[src/rtl/vchain_pkg.sv]
package vchain_pkg;

  typedef enum logic [1:0] {
    OP_ADD = 2'd0,
    OP_SUB = 2'd1,
    OP_MUL = 2'd2,
    OP_XOR = 2'd3
  } vopE;

  // strobes handed from the sequencing control to the element datapath
  typedef struct packed {
    logic fire;   // an element enters the pipe this cycle
    logic last;   // it is the final element of its instruction
    logic tag;    // instruction parity, used to attribute write-backs
    vopE  op;     // operation applied to this element
  } ctrlStrobeT;

endpackage

[src/rtl/vchain_ctrl.sv]
module vchain_ctrl
  import vchain_pkg::*;
#(
  parameter int VLMAX    = 64,
  parameter int DEAD_CYC = 4,
  parameter int LEN_W    = $clog2(VLMAX + 1),
  parameter int IDX_W    = $clog2(VLMAX)
) (
  input  logic             clk,
  input  logic             rstN,
  input  logic             issueValid,
  output logic             issueReady,
  input  logic [LEN_W-1:0] issueLen,
  input  logic [1:0]       issueOp,
  input  logic             issueChain,
  input  logic             wbValid,
  input  logic             wbTag,
  output ctrlStrobeT       strobe,
  output logic [IDX_W-1:0] elemIdx
);

  localparam int DEAD_W = (DEAD_CYC > 0) ? $clog2(DEAD_CYC + 1) : 1;
  localparam logic [LEN_W-1:0] MAX_LEN = LEN_W'(VLMAX);

  logic             active;
  logic             curChain;
  logic             curTag;
  vopE              curOp;
  logic [LEN_W-1:0] curLen;
  logic [LEN_W-1:0] prodLen;
  logic [IDX_W-1:0] curIdx;
  logic [LEN_W-1:0] cntEven;
  logic [LEN_W-1:0] cntOdd;
  logic [DEAD_W-1:0] deadCnt;

  logic [LEN_W-1:0] effLen;
  logic [LEN_W-1:0] prodCnt;
  logic [LEN_W-1:0] idxExt;
  logic             prodDone;
  logic             chainOk;
  logic             elemOk;
  logic             fire;
  logic             lastFire;
  logic             slotFree;
  logic             accept;

  // clamp the requested length into 1 .. VLMAX
  always_comb begin
    if (issueLen == '0)          effLen = LEN_W'(1);
    else if (issueLen > MAX_LEN) effLen = MAX_LEN;
    else                         effLen = issueLen;
  end

  // the producer is the instruction before the current one (opposite tag)
  assign prodCnt  = curTag ? cntEven : cntOdd;
  assign prodDone = (prodCnt == prodLen);
  assign idxExt   = LEN_W'(curIdx);

  assign chainOk  = (prodCnt > idxExt) || prodDone;
  assign elemOk   = curChain ? chainOk : prodDone;
  assign fire     = active && elemOk;
  assign lastFire = fire && (idxExt == curLen - LEN_W'(1));

  generate
    if (DEAD_CYC == 0) begin : g_noDead
      assign slotFree = !active || lastFire;
    end else begin : g_dead
      assign slotFree = !active && (deadCnt <= DEAD_W'(1));
    end
  endgenerate

  assign issueReady = slotFree && prodDone;
  assign accept     = issueValid && issueReady;

  always_ff @(posedge clk) begin
    if (!rstN) begin
      active   <= 1'b0;
      curChain <= 1'b0;
      curTag   <= 1'b0;
      curOp    <= OP_ADD;
      curLen   <= '0;
      prodLen  <= '0;
      curIdx   <= '0;
      cntEven  <= '0;
      cntOdd   <= '0;
      deadCnt  <= '0;
    end else begin
      if (wbValid) begin
        if (wbTag) cntOdd  <= cntOdd + LEN_W'(1);
        else       cntEven <= cntEven + LEN_W'(1);
      end

      if (fire) begin
        curIdx <= curIdx + IDX_W'(1);
        if (lastFire) active <= 1'b0;
      end

      if (lastFire)             deadCnt <= DEAD_W'(DEAD_CYC);
      else if (deadCnt != '0)   deadCnt <= deadCnt - DEAD_W'(1);

      if (accept) begin
        active   <= 1'b1;
        curTag   <= !curTag;
        prodLen  <= curLen;
        curLen   <= effLen;
        curIdx   <= '0;
        curOp    <= vopE'(issueOp);
        curChain <= issueChain;
        // the new tag last belonged to a fully drained instruction
        if (curTag) cntEven <= '0;
        else        cntOdd  <= '0;
      end
    end
  end

  assign strobe.fire = fire;
  assign strobe.last = lastFire;
  assign strobe.tag  = curTag;
  assign strobe.op   = curOp;
  assign elemIdx     = curIdx;

endmodule

[src/rtl/vchain_dpath.sv]
module vchain_dpath
  import vchain_pkg::*;
#(
  parameter int DATA_W     = 16,
  parameter int IDX_W      = 6,
  parameter int PIPE_DEPTH = 6
) (
  input  logic              clk,
  input  logic              rstN,
  input  ctrlStrobeT        strobe,
  input  logic [IDX_W-1:0]  elemIdx,
  input  logic [DATA_W-1:0] opA,
  input  logic [DATA_W-1:0] opB,
  output logic              wbValid,
  output logic [IDX_W-1:0]  wbIdx,
  output logic              wbTag,
  output logic              wbLast,
  output logic [DATA_W-1:0] wbData
);

  localparam int TOP = PIPE_DEPTH - 1;

  logic [DATA_W-1:0] result;

  logic              vldQ  [PIPE_DEPTH];
  logic              lastQ [PIPE_DEPTH];
  logic              tagQ  [PIPE_DEPTH];
  logic [IDX_W-1:0]  idxQ  [PIPE_DEPTH];
  logic [DATA_W-1:0] datQ  [PIPE_DEPTH];

  always_comb begin
    unique case (strobe.op)
      OP_ADD:  result = opA + opB;
      OP_SUB:  result = opA - opB;
      OP_MUL:  result = opA * opB;
      default: result = opA ^ opB;
    endcase
  end

  generate
    for (genvar s = 0; s < PIPE_DEPTH; s++) begin : g_stage
      if (s == 0) begin : g_head
        always_ff @(posedge clk) begin
          if (!rstN) vldQ[0] <= 1'b0;
          else       vldQ[0] <= strobe.fire;
        end
        always_ff @(posedge clk) begin
          lastQ[0] <= strobe.last;
          tagQ[0]  <= strobe.tag;
          idxQ[0]  <= elemIdx;
          datQ[0]  <= result;
        end
      end else begin : g_body
        always_ff @(posedge clk) begin
          if (!rstN) vldQ[s] <= 1'b0;
          else       vldQ[s] <= vldQ[s-1];
        end
        always_ff @(posedge clk) begin
          lastQ[s] <= lastQ[s-1];
          tagQ[s]  <= tagQ[s-1];
          idxQ[s]  <= idxQ[s-1];
          datQ[s]  <= datQ[s-1];
        end
      end
    end
  endgenerate

  assign wbValid = vldQ[TOP];
  assign wbLast  = lastQ[TOP];
  assign wbTag   = tagQ[TOP];
  assign wbIdx   = idxQ[TOP];
  assign wbData  = datQ[TOP];

endmodule

[src/rtl/vchain_seq.sv]
module vchain_seq
  import vchain_pkg::*;
#(
  parameter int DATA_W     = 16,
  parameter int VLMAX      = 64,
  parameter int PIPE_DEPTH = 6,
  parameter int DEAD_CYC   = 4,
  localparam int LEN_W     = $clog2(VLMAX + 1),
  localparam int IDX_W     = $clog2(VLMAX)
) (
  input  logic              clk,
  input  logic              rstN,
  input  logic              issueValid,
  output logic              issueReady,
  input  logic [LEN_W-1:0]  issueLen,
  input  logic [1:0]        issueOp,
  input  logic              issueChain,
  output logic              srcRead,
  output logic [IDX_W-1:0]  srcIdx,
  input  logic [DATA_W-1:0] opA,
  input  logic [DATA_W-1:0] opB,
  output logic              wbValid,
  output logic [IDX_W-1:0]  wbIdx,
  output logic [DATA_W-1:0] wbData,
  output logic              vecDone
);

  ctrlStrobeT strobe;
  logic       wbTag;
  logic       wbLast;

  vchain_ctrl #(
    .VLMAX   (VLMAX),
    .DEAD_CYC(DEAD_CYC),
    .LEN_W   (LEN_W),
    .IDX_W   (IDX_W)
  ) u_ctrl (
    .clk       (clk),
    .rstN      (rstN),
    .issueValid(issueValid),
    .issueReady(issueReady),
    .issueLen  (issueLen),
    .issueOp   (issueOp),
    .issueChain(issueChain),
    .wbValid   (wbValid),
    .wbTag     (wbTag),
    .strobe    (strobe),
    .elemIdx   (srcIdx)
  );

  vchain_dpath #(
    .DATA_W    (DATA_W),
    .IDX_W     (IDX_W),
    .PIPE_DEPTH(PIPE_DEPTH)
  ) u_dpath (
    .clk    (clk),
    .rstN   (rstN),
    .strobe (strobe),
    .elemIdx(srcIdx),
    .opA    (opA),
    .opB    (opB),
    .wbValid(wbValid),
    .wbIdx  (wbIdx),
    .wbTag  (wbTag),
    .wbLast (wbLast),
    .wbData (wbData)
  );

  assign srcRead = strobe.fire;
  assign vecDone = wbValid && wbLast;

endmodule

[config.mk]
export PLATFORM = sky130hd
export DESIGN_NAME = vchain_seq
export DESIGN_NICKNAME = d
export VERILOG_FILES = /design/src/rtl/vchain_pkg.sv /design/src/rtl/vchain_ctrl.sv /design/src/rtl/vchain_dpath.sv /design/src/rtl/vchain_seq.sv
export SDC_FILE = /design/constraint.sdc
export NUM_CORES = 1
export LEC_CHECK = 0
export ABC_AREA = 1
export BUFFER_PORTS_ARGS = -buffer_cell sky130_fd_sc_hd__buf_2
export CAP_MARGIN = 10
export CORE_UTILIZATION = 35
export CTS_CLUSTER_DIAMETER = 120
export DETAILED_ROUTE_END_ITERATION = 10
export PLACE_DENSITY = 0.55
export SLEW_MARGIN = 20
export SYNTH_ARGS = -nofsm -noshare
export SYNTH_HDL_FRONTEND = slang
export SYNTH_SLANG_ARGS = --single-unit
export TNS_END_PERCENT = 30
[constraint.sdc]
create_clock -name clk -period 16.4 [get_ports clk]
set_clock_uncertainty 0.2 [all_clocks]
set_input_delay 0.82 -clock clk [delete_from_list [all_inputs] [get_ports clk]]
set_output_delay 0.82 -clock clk [all_outputs]
set_load 0.02 [all_outputs]
# After elaboration in Yosys (flattened, before gate mapping)
# Memories as Yosys holds them, arrays and structs flattened.
# Index checks and enable logic that the tools add are counted.
# classes
n_eq_ne	4
n_reduce_logical	18
n_lt_le_gt_ge	3
multipliers	1
n_bitwise	8
mux	26
n_addsub	7
# op_table
operator	count
7-bit two-way mux	11
16-bit one-hot mux with 3 select lines	1
16-bit adder	1
16-bit by 16-bit multiplier with 16-bit output	1
16-bit subtractor	1
16-bit XOR	1
7-bit by 1-bit adder with 7-bit output, second input constant	2
1-bit two-way mux	12
6-bit by 7-bit equality test with 1-bit output	1
7-bit equality test	1
7-bit by 6-bit > comparator with 1-bit output	1
7-bit > comparator, second input constant	1
7-bit zero test	1
7-bit by 1-bit subtractor with 7-bit output, second input constant	1
6-bit by 1-bit adder with 6-bit output, second input constant	1
1-bit logical AND	6
3-bit two-way mux	2
1-bit OR	6
2-bit nonzero test	3
2-bit OR reduction	2
3-bit by 1-bit <= comparator with 1-bit output, second input constant	1
3-bit nonzero test	1
3-bit by 1-bit subtractor with 3-bit output, second input constant	1
2-bit by 1-bit equality test with 1-bit output, second input constant	1
other kinds (6)	7
# word_totals
in_bits	45
memories	5
reg_bits	42
elab_cells	83
ramBits	150
# memory_table
memory	words	width	rd	rd_ports_with_merged_regs	write_ports	line	rtl
u_dpath.datQ	6	16	6	0	6	vchain_dpath.sv:29	logic [DATA_W-1:0] datQ [PIPE_DEPTH];
u_dpath.idxQ	6	6	6	0	6	vchain_dpath.sv:28	logic [IDX_W-1:0] idxQ [PIPE_DEPTH];
u_dpath.lastQ	6	1	6	0	6	vchain_dpath.sv:26	logic lastQ [PIPE_DEPTH];
u_dpath.tagQ	6	1	6	0	6	vchain_dpath.sv:27	logic tagQ [PIPE_DEPTH];
u_dpath.vldQ	6	1	6	0	6	vchain_dpath.sv:25	logic vldQ [PIPE_DEPTH];

# Depth between registers and ports, before layout
# Gate-level depths: netlist (run 1).
# logic_depth
depth_word	9
mapped_depth	27
ltp_nobuf	25

# Hierarchy
# Synthesis (run 1) repeated with hierarchy kept, for this count alone.
# hier_totals
hier_cells	1452
area_unflattened_um2	11431.0
# modules_own_cells
mod	seq_area_each_um2	n_inst	area_each_um2	cells_per_inst
vchain_dpath	3002.9	1	8919.8	1081
vchain_ctrl	840.8	1	2503.7	369
vchain_seq	0.0	1	7.5	2

# Least setup slack after synthesis (run 1)
# Ideal clock, no wire load.
# synth_path
path_kind	input port to flip-flop
from	in opB[1]
to	mem u_dpath.datQ[0][15]
path_buffers	2
t_arrival_ns	5.787
slack_ns	10.293
setup_ns	0.120
stages	23
required_ns	16.080
cell_sequence	clkbuf_1 clkbuf_1 nand2_1 fa_1 fa_1 fa_1 fa_1 inv_1 fa_1 inv_1 fa_1 inv_1 ha_1 nand2_1 nor2_1 nand3_1 nand3_1 nand2_1 nand2_1 a21o_1 nand3_1 nand3_1 nand3_1
# synth_rtl
element	line	rtl
from (decl)	vchain_seq.sv:21	input logic [DATA_W-1:0] opB,
to (decl)	vchain_dpath.sv:29	

==> metrics.csv, run 1 <==
stage,metric,value,unit
route,vias,8543,
critical_path,critPathCaptureType,flip-flop,
route,dr.pass1.iters,5,
global_routing,gr-total-overflow,0,
clock_tree,cts_made_buffers,17,
critical_path,cp.required,16.51,ns
global_routing,grt_start_max_net_pins,21,
clock_tree,cts_setup_buffers,0,
clock_tree,insertion_delay,0.42,ns
floorplan,rows,65,
hold_path,hold_end,u_dpath.datQ[3][4],
timing,worst_pin_slew,0.733,ns
route,wl,25.5,mm
finish,fillers,3266,
timing,tns,0,ns
clock_tree,htreeDepth,4,
critical_path,critPathSlowestCell,fa_1,
timing,fin_crit_sh,35.6,%
route,wl_per_cell,13.6,um
timing,slew-limit-headroom,50.9,%
placed_design,place_ws,10.15,ns
critical_path,r2r_slack,12.48,ns
hold_path,min-delay-start,u_dpath.datQ[2][4],
route,antenna_left,0,
logic_synthesis,yosys.area.top_type,dfxtp_1,
critical_path,worstPathCellList,buf_2 > nand2_1 > fa_1 > fa_1 > fa_1 > fa_1 > inv_1 > fa_1 > inv_1 > fa_1 > inv_1 > ha_1 > nand2_1 > nor2_1 > nand3_1 > nand3_1 > nand2_1 > nand2_1 > a21o_1 > nand3_1 > nand3_1 > nand3_1,
finish,finalNonFillerCells,1870,
logic_synthesis,syn_area_per_cell,8.03,um2
global_routing,track_usage,16.4,%
job,maxCapViolations,0,
placed_design,dp_cells,1838,
logic_synthesis,ys_ff_latch,192,
power_and_ir_drop,p_leak,0.00670,uW
timing,finalWorstSetupSlack,10.56,ns
floorplan,die_w,181,um
critical_path,path_common_cell,fa_1,
placed_design,dp_hpwl,20.1,mm
critical_path,cp-start-kind,input pin,
power_and_ir_drop,powerDensity,167,nW/um2
logic_synthesis,synth.area.top_cells,"dfxtp_1, fa_1, nand2_1, inv_1, ha_1",
outcome,status,"finished, final reports clean",
timing,hold_violations,0,
logic_synthesis,yosysWarnings,0,
critical_path,r2r-end,u_dpath.datQ[0][12],
clock_tree,clk_pin_slew,0.07,ns
critical_path,critPathMaxStageDelay,0.58,ns
clock_tree,cts_resized,0,
timing,setup_viol,0,
timing,drv_slew,0,
global_routing,first_global_vias,8509,
timing,holdWs,0.123,ns
timing,rsz0062_at_grt,no,
finish,final_layout_size_suffix_gt1_share,9.81,%
critical_path,rr_worst_depth,16,
logic_synthesis,async_reset_ff_share,0,%
logic_synthesis,synthFlopType,dfxtp_1,
placed_design,place_congestion,0.879,
logic_synthesis,synth_cell_types,43,
route,post-route-drc-count,0,
finish,num-nets-final,1668,
floorplan,io_pins,77,
logic_synthesis,yosysTopAreaCellShare,34.2,%
power_and_ir_drop,power,2100,uW
hold_path,min_path_type,flip-flop to flip-flop,
floorplan,initial_core_util,35.6,%
clock_tree,cts_tree,done,
finish,area_growth_syn_to_layout,11.6,%
critical_path,cp_max_fo,18,
floorplan,core-area,31600,um2
logic_synthesis,syn_area,11200,um2
clock_tree,clock_path_buffers,2,
floorplan,die_h,181,um
finish,diodes,0,
logic_synthesis,postSynthCellCount,1399,
route,drt-initial-drc-count,452,
logic_synthesis,syn-num-nets,1612,
critical_path,r2r-start,u_ctrl.curOp[1],
logic_synthesis,synth_edf_count,0,
placed_design,portBuffers,76,
critical_path,cp.arrival,5.96,ns
timing,clock.fmax,171,MHz
global_routing,antenna_found_initial,0,
logic_synthesis,seq_area_frac_synth,34.2,%
clock_tree,root_buffer,clkbuf_16,
global_routing,grt_pass1_wl,42.9,mm
clock_tree,cts_num_sinks,192,
critical_path,critPathLaunch,opB[1],
route,viasPerCell,4.57,
clock_tree,ctsHoldBuffers,0,
hold_path,hold_depth,0,
critical_path,crit_type,input pin to flip-flop,
floorplan,fp.dieArea,32800,um2
timing,min_period,5.84,ns
power_and_ir_drop,ir_drop,0.0000949,V
-- metrics by stage --
| step | utilization (%) | cell area, um2 |
|---|---|---|
| detailed placement | 37.9 | 11900 |
| global route | 39.8 | 12500 |
| finish | 39.8 | 12500 |
| floorplan | - | 11200 |
| global placement | 37.9 | 11900 |
| CTS | 39.8 | 12500 |
-- Yosys cell counts, drive strengths merged (2+ instances only) --
cell type and count:
nand2 337, ha 87, o21ai 49, buf 5
or2 15, o22ai 12, clkbuf 34, o221ai 2
nand4 10, a21o 3, xnor2 10, a21oi 49
fa 81, dfxtp 192, o211ai 4, o21bai 2
nor3 11, inv 316, o31ai 3, clkinv 2
nor2 49, nand3b 3, nand3 81, o311ai 3
nor4 2, xor2 31
-- cells by family after synthesis --
group | share of synthesized area (%)
AO/OA/AOI/OAI | 7.15
XOR/XNOR | 3.20
buffers and inverters | 12.2
flip-flops | 34.2
adder cells (fa/ha/maj) | 24.1
AND/OR/NAND/NOR | 19.1
-- flip-flops by register name, summed over array words and instances (netlist names) --
name             flops
u_ctrl.active        1
u_ctrl.deadCnt       3
u_ctrl.cntEven       7
u_ctrl.prodLen       7
u_dpath.vldQ         6
u_dpath.idxQ        36
u_dpath.datQ        96
u_ctrl.curLen        7
u_dpath.tagQ         6
u_ctrl.cntOdd        7
u_ctrl.curChain      1
u_ctrl.elemIdx       6
u_ctrl.curOp         2
u_ctrl.curTag        1
u_dpath.lastQ        6
-- per-layer routing --
layer  share of wire, %  vias to the layer above  track usage (%)
met5                  0                        -                0
met3                4.2                       33             2.48
met2                 47                      199             27.8
li1                   -                     4360                -
met4                1.9                        0             4.61
met1                 47                     3951             21.5
-- worst max-delay path, delay by kind of cell --
family                   cells  cell delay, ns
AO/OA/AOI/OAI                1            0.15
adder cells (fa/ha/maj)      7            3.51
buffers and inverters        4            0.49
AND/OR/NAND/NOR             10            0.96
-- where the power goes --
part           internal (uW)  total [uW]  switching (uW)
Sequential               624         675            51.5
Combinational            374        1020             649
Clock                    209         399             190
-- cell usage in the layout (no fill, tap or decap), types with 44 or more instances in the layout --
cell type  count
nand3_1       81
fa_1          81
ha_1          87
nand2_1      330
buf_2         76
nor2_1        49
o21ai_0       44
dfxtp_1      192
inv_1        312
a21oi_1       49
-- worst max path at each step --
stage                                     end  slack [ns]  depth (start not counted)
after floorplan           u_dpath.datQ[0][15]       10.29                         23
after global placement    u_dpath.datQ[0][15]       10.18                         22
after detailed placement  u_dpath.datQ[0][15]       10.15                         22
after CTS                 u_dpath.datQ[0][15]       10.59                         22
after global routing      u_dpath.datQ[0][15]       10.27                         22
final                     u_dpath.datQ[0][15]       10.56                         22
-- layout make-up --
cell class                      instances  area [um2]  area share [%]
Clock buffer                           18         439            3.50
Clock inverter                         14         156            1.25
Inverter                              318        1200            9.56
Multi-Input combinational cell        850        6020            48.0
Sequential cell                       192        3840            30.6
Tap cell                              402         503            4.01
Timing Repair Buffer                   76         380            3.03
No activity file was read; power rests on OpenSTA's default activity.
==> run 2: changes to the inputs <==
PLACE_DENSITY = 0.57   (was 0.55)
clock period = 4.9 ns   (was 16.4 ns; I/O delays follow)
==> metrics.csv, run 2 (synthesis gave the netlist of run 1 again) <==
stage,metric,value,unit,change
timing,finalWorstSetupSlack,0.103,ns,-10.45 ns
route,vias,8945,,+4.7%
job,maxCapViolations,0,,unchanged
clock_tree,root_buffer,clkbuf_16,,
timing,worst_pin_slew,0.541,ns,-0.193 ns
power_and_ir_drop,p_clk_share,16.9,%,-2.1 points
placed_design,place_congestion,0.869,,-1.2%
route,viasPerCell,4.55,,-0.51%
floorplan,fp.dieArea,32800,um2,unchanged
finish,finalNonFillerCells,1968,,+5.2%
placed_design,portBuffers,76,,unchanged
power_and_ir_drop,intPower,4720,uW,+290%
placed_design,dp_hpwl,21.4,mm,+6.9%
finish,layout_common_cells,"nand2_1, inv_1, dfxtp_1",,
finish,area_growth_syn_to_layout,21.7,%,
power_and_ir_drop,p_leak,0.00723,uW,+7.8%
placed_design,place_ws,-0.401,ns,-10.55 ns
critical_path,critPathSlowestCell,fa_1,,
finish,stdcell_area,13700,um2,+9.0%
power_and_ir_drop,sequentialPowerShare,28.2,%,-4.0 points
route,met1_length,12.6,mm,+6.3%
clock_tree,htreeDepth,4,,unchanged
finish,fillers,3158,,-3.3%
route,dr_wl_met3,831,um,-22%
critical_path,cp-start-kind,input pin,,
finish,reg_top3,"u_dpath.datQ: 96 flops, u_dpath.idxQ: 36 flops",,
floorplan,io_pins,77,,unchanged
global_routing,antenna_found_initial,0,,unchanged
finish,final_common_cell,nand2_1,,
global_routing,gr-total-overflow,0,,unchanged
power_and_ir_drop,swShare,40.8,%,-1.6 points
clock_tree,cts_tree,done,,
route,wl,26.6,mm,+4.3%
floorplan,die_h,181,um,unchanged
clock_tree,cts_num_sinks,192,,unchanged
floorplan,core-area,31600,um2,unchanged
critical_path,worstPathCellList,buf_6 > ha_4 > fa_1 > inv_2 > fa_1 > inv_2 > fa_1 > fa_1 > fa_1 > inv_2 > fa_1 > inv_2 > ha_4 > inv_2 > o21bai_1 > nor2_1 > nand3_2 > nand2_1 > nand2_1 > a21o_1 > inv_1 > nand2_1 > nand3_2 > nand3_2,,
critical_path,critPathCaptureType,flip-flop,,
critical_path,cp.required,5.01,ns,-11.50 ns
clock_tree,clk_pin_slew,0.07,ns,about the same
timing,setup_viol,0,,unchanged
outcome,status,"finished, final reports clean",,
floorplan,rows,65,,unchanged
timing,slew-limit-headroom,63.5,%,+13 points
timing,clock.fmax,208,MHz,
timing,min_period,4.80,ns,
finish,regMostFlops,u_dpath.datQ,,
critical_path,cp.arrival,4.91,ns,-1.05 ns
finish,num-nets-final,1766,,+5.9%
power_and_ir_drop,p_switching,3260,uW,+270%
power_and_ir_drop,ir_drop,0.000301,V,+220%
critical_path,path_common_cell,fa_1,,
timing,drv_slew,0,,unchanged
critical_path,critPathMaxStageDelay,0.56,ns,-0.02 ns
route,wl_per_cell,13.5,um,-0.89%
finish,diodes,0,,unchanged
timing,hold_violations,0,,unchanged
finish,utilization,43.4,%,+3.6 points
floorplan,initial_core_util,35.6,%,unchanged
placed_design,place_area,12700,um2,+6.4%
global_routing,grt_start_max_net_pins,20,,-4.8%
timing,rsz0062_at_grt,yes,,
global_routing,grt_pass1_wl,43.8,mm,+2.0%
power_and_ir_drop,combPwrFrac,54.9,%,+6.1 points
hold_path,min_path_type,input pin to flip-flop,,
route,drt-initial-drc-count,446,,-1.3%
floorplan,die_w,181,um,unchanged
route,wl_met2,12.6,mm,+4.7%
critical_path,cp_max_fo,4,,-14
clock_tree,cts_made_buffers,17,,unchanged
clock_tree,clock_path_buffers,2,,unchanged
finish,largest_register_ffs,96,,unchanged
route,top_layer,met4,,
finish,final_layout_size_suffix_gt1_share,17.9,%,+8.1 points
placed_design,dp_cells,1918,,+4.4%
global_routing,track_usage,16.8,%,+0.38 points
timing,fin_crit_sh,97.9,%,
route,post-route-drc-count,0,,unchanged
critical_path,crit_type,input pin to flip-flop,,
power_and_ir_drop,powerDensity,583,nW/um2,+250%
global_routing,first_global_vias,8845,,+3.9%
clock_tree,insertion_delay,0.42,ns,about the same
route,antenna_left,0,,unchanged
power_and_ir_drop,power,7970,uW,+280%
route,dr.pass1.iters,5,,unchanged
==> run 2: cell count changes in the layout (fill, tap and decap cells not counted), moves of 5 or more <==
cell	delta
inv_1	-12
nand2_1	-9
dlygate4sd3_1	+12
buf_2	-12
buf_12	+5
nand3_2	+6
nand3_1	-6
ha_1	-12
inv_2	+12
nand2_2	+6
buf_4	+81
buf_6	+8
ha_4	+9
==> run 2: power groups by stage <==
stage               Sequential (uW)  Clock, uW  Combinational [uW]
floorplan                      2330          0                2770
global placement               2280          0                4010
detailed placement             2300          0                4050
CTS                            2260       1390                4100
global route                   2310       1460                4930
finish                         2250       1340                4380
==> run 2: area by class of cell <==
cell class	instances	area (um2)	share of cell area [%]
Sequential cell	192	3840	28.1
Timing Repair Buffer	174	1280	9.33
Inverter	318	1200	8.76
Tap cell	402	503	3.68
Multi-Input combinational cell	850	6270	45.8
Clock inverter	14	161	1.18
Clock buffer	18	429	3.14
==> run 2: repair_timing <==
action | 4_1_cts | 5_1_grt
endpoints found under the hold margin | 10 | 0
resized for setup | 0 | 76
setup endpoints to repair | 0 | 5
setup buffers | 0 | 6
hold buffers | 12 | 0
==> run 2: final timing paths <==
kind                       from                   to  slack (ns)  depth (start not counted)
max reg2reg     u_ctrl.curOp[1]  u_dpath.datQ[0][12]        1.32                         17
min                        rstN      u_dpath.vldQ[4]        0.02                          3
min reg2reg  u_dpath.datQ[1][3]   u_dpath.datQ[2][3]        0.12                          0
max                      opA[6]  u_dpath.datQ[0][15]        0.10                         24
==> run 2: worst max-delay path: cells and delay by family <==
family | cells | cell delay, ns
fa+ha+maj | 8 | 3.48
compound gates | 2 | 0.23
simple gates | 7 | 0.54
buf+inv | 7 | 0.39
==> run 2: metrics by stage <==
step | hold WS, ns | TNS, ns
3_5_place_dp | 0.112 | -2.01
5_1_grt | 0.0271 | -0.0654
3_3_place_gp | 0.110 | -1.60
4_1_cts | 0.00563 | 0
6_report | 0.0203 | 0
2_1_floorplan | 0.110 | -0.250
==> run 2: per-layer routing <==
metal	up-vias	track usage, %
met1	4183	22.0
li1	4552	-
met5	-	0
met3	38	2.00
met4	0	4.92
met2	172	28.7
==> run 3: changes to the inputs <==
CORE_ASPECT_RATIO = 1.5   (was unset)
CORE_UTILIZATION = 51   (was 35)
PLACE_DENSITY = 0.76   (was 0.57)
==> metrics.csv, run 3 (synthesis gave the netlist of run 1 again) <==
stage,metric,value,unit,change
route,post-route-drc-count,0,,unchanged
global_routing,gr-total-overflow,0,,unchanged
global_routing,antenna_found_initial,0,,unchanged
route,vias,9304,,+4.0%
finish,final_layout_size_suffix_gt1_share,17.6,%,-0.31 points
global_routing,track_usage,24.7,%,+7.9 points
finish,layout_common_cells,"nand2_1, inv_1, dfxtp_1",,
global_routing,grt_pass1_wl,42.9,mm,-2.0%
finish,stdcell_area,13500,um2,-1.3%
route,wl,26.6,mm,+0.28%
placed_design,dp_hpwl,21.0,mm,-1.9%
power_and_ir_drop,p_leak,0.00720,uW,-0.34%
outcome,status,"finished, final reports clean",,
floorplan,rows,66,,+1.5%
power_and_ir_drop,ir_drop,0.000373,V,+24%
clock_tree,root_buffer,clkbuf_16,,
timing,tns,0,ns,unchanged
critical_path,worstPathCellList,buf_4 > ha_2 > fa_1 > inv_1 > fa_1 > inv_1 > fa_1 > fa_1 > fa_1 > inv_1 > fa_1 > inv_2 > ha_4 > inv_2 > buf_4 > nor3_2 > nand3_1 > nand4_1 > xnor2_1 > o221ai_1,,
route,dr.pass1.iters,5,,unchanged
critical_path,cp.arrival,4.89,ns,-0.02 ns
floorplan,io_pins,77,,unchanged
power_and_ir_drop,sequentialPowerShare,28.0,%,-0.2 points
power_and_ir_drop,p_switching,3350,uW,+2.7%
clock_tree,htreeDepth,4,,unchanged
critical_path,critPathCaptureType,flip-flop,,
placed_design,place_area,12500,um2,-1.5%
power_and_ir_drop,combPwrFrac,55.9,%,+1.0 points
timing,setup_viol,0,,unchanged
critical_path,cp-start-kind,input pin,,
route,antenna_left,0,,unchanged
finish,diodes,0,,unchanged
critical_path,path_common_cell,fa_1,,
clock_tree,clock_path_buffers,2,,unchanged
timing,fin_crit_sh,97.7,%,-0.21 points
timing,hold_violations,0,,unchanged
placed_design,portBuffers,76,,unchanged
power_and_ir_drop,swShare,41.4,%,+0.54 points
timing,slew-limit-headroom,60.8,%,-2.7 points
finish,reg_top3,"u_dpath.datQ: 96 flops, u_dpath.idxQ: 36 flops",,
power_and_ir_drop,p_clk_share,16.2,%,-0.7 points
floorplan,die_w,123,um,-32%
finish,utilization,62.4,%,+19 points
clock_tree,cts_tree,done,,
timing,clock.fmax,209,MHz,+0.21%
global_routing,grt_start_max_net_pins,20,,unchanged
critical_path,cp.required,5.00,ns,about the same
finish,area_growth_syn_to_layout,20.1,%,
global_routing,first_global_vias,9415,,+6.4%
route,drt-initial-drc-count,497,,+11%
power_and_ir_drop,intPower,4740,uW,+0.43%
finish,num-nets-final,1771,,+0.28%
timing,worst_pin_slew,0.587,ns,+0.0464 ns
floorplan,initial_core_util,51.9,%,+16 points
floorplan,fp.dieArea,22600,um2,-31%
floorplan,core-area,21600,um2,-31%
timing,drv_slew,0,,unchanged
route,wl_per_cell,14.5,um,+7.1%
clock_tree,cts_num_sinks,192,,unchanged
placed_design,place_congestion,0.920,,+5.9%
critical_path,critPathMaxStageDelay,0.54,ns,-0.02 ns
finish,regMostFlops,u_dpath.datQ,,
power_and_ir_drop,power,8080,uW,+1.4%
route,viasPerCell,5.05,,+11%
timing,min_period,4.79,ns,-0.0103 ns
critical_path,crit_type,input pin to flip-flop,,
clock_tree,clk_pin_slew,0.07,ns,about the same
clock_tree,cts_made_buffers,17,,unchanged
power_and_ir_drop,powerDensity,599,nW/um2,+2.7%
clock_tree,insertion_delay,0.43,ns,about the same
floorplan,die_h,184,um,+1.4%
finish,final_common_cell,nand2_1,,
job,maxCapViolations,0,,unchanged
finish,largest_register_ffs,96,,unchanged
hold_path,min_path_type,input pin to flip-flop,,
critical_path,critPathSlowestCell,fa_1,,
critical_path,cp_max_fo,6,,+2
run 3: final cells by class:
cell class / count / area [um2]
Fill cell: 1844 / 8130
Multi-Input combinational cell: 850 / 6260
Sequential cell: 192 / 3840
Timing Repair Buffer: 179 / 1290
Inverter: 318 / 1200
Clock buffer: 18 / 429
Tap cell: 272 / 340
Clock inverter: 14 / 143
run 3: metal layers:
layer | routed length, um | vias to the layer above | GRT usage, %
met5 | 0 | - | 0
met4 | 1450 | 0 | 14.6
met3 | 964 | 91 | 3.10
met2 | 14600 | 253 | 46.8
met1 | 9640 | 4392 | 25.1
li1 | - | 4568 | -
run 3: final timing paths:
path / cells past startpoint / slack (ns) / startpoint / endpoint
min: 4 / 0.04 / opA[15] / u_dpath.datQ[0][15]
max: 20 / 0.11 / opB[6] / u_dpath.datQ[0][14]
max reg2reg: 17 / 1.29 / u_ctrl.curOp[1] / u_dpath.datQ[0][12]
min reg2reg: 0 / 0.12 / u_dpath.datQ[1][7] / u_dpath.datQ[2][7]
run 3: stage by stage:
stage	hold slack (ns)	worst slack, ns	cells
6_report	0.0383	0.113	1843
4_1_cts	0.0207	0.0894	1838
3_3_place_gp	0.110	-0.313	1787
5_1_grt	0.0493	-0.0472	1843
3_5_place_dp	0.112	-0.363	1787
2_1_floorplan	0.110	-0.100	1399
run 3: power groups by stage:
stage	registers, uW	logic, uW	clock network (uW)
after floorplan	2330	2770	0
after global placement	2280	4040	0
after CTS	2270	4190	1330
after detailed placement	2300	4150	0
after global routing	2320	5040	1410
final	2260	4510	1310
run 3: timing repair:
item,CTS,global route
endpoints found under the setup margin,0,5
resized for setup,0,66
hold endpoints to repair,13,0
hold buffers,19,0
buffers inserted,0,5
run 3: worst max-delay path, delay by kind of cell:
kind            cells  cell delay [ns]
fa+ha+maj           8             3.43
buf+inv             7             0.52
simple gates        3             0.44
xor+xnor            1             0.14
compound gates      1             0.12
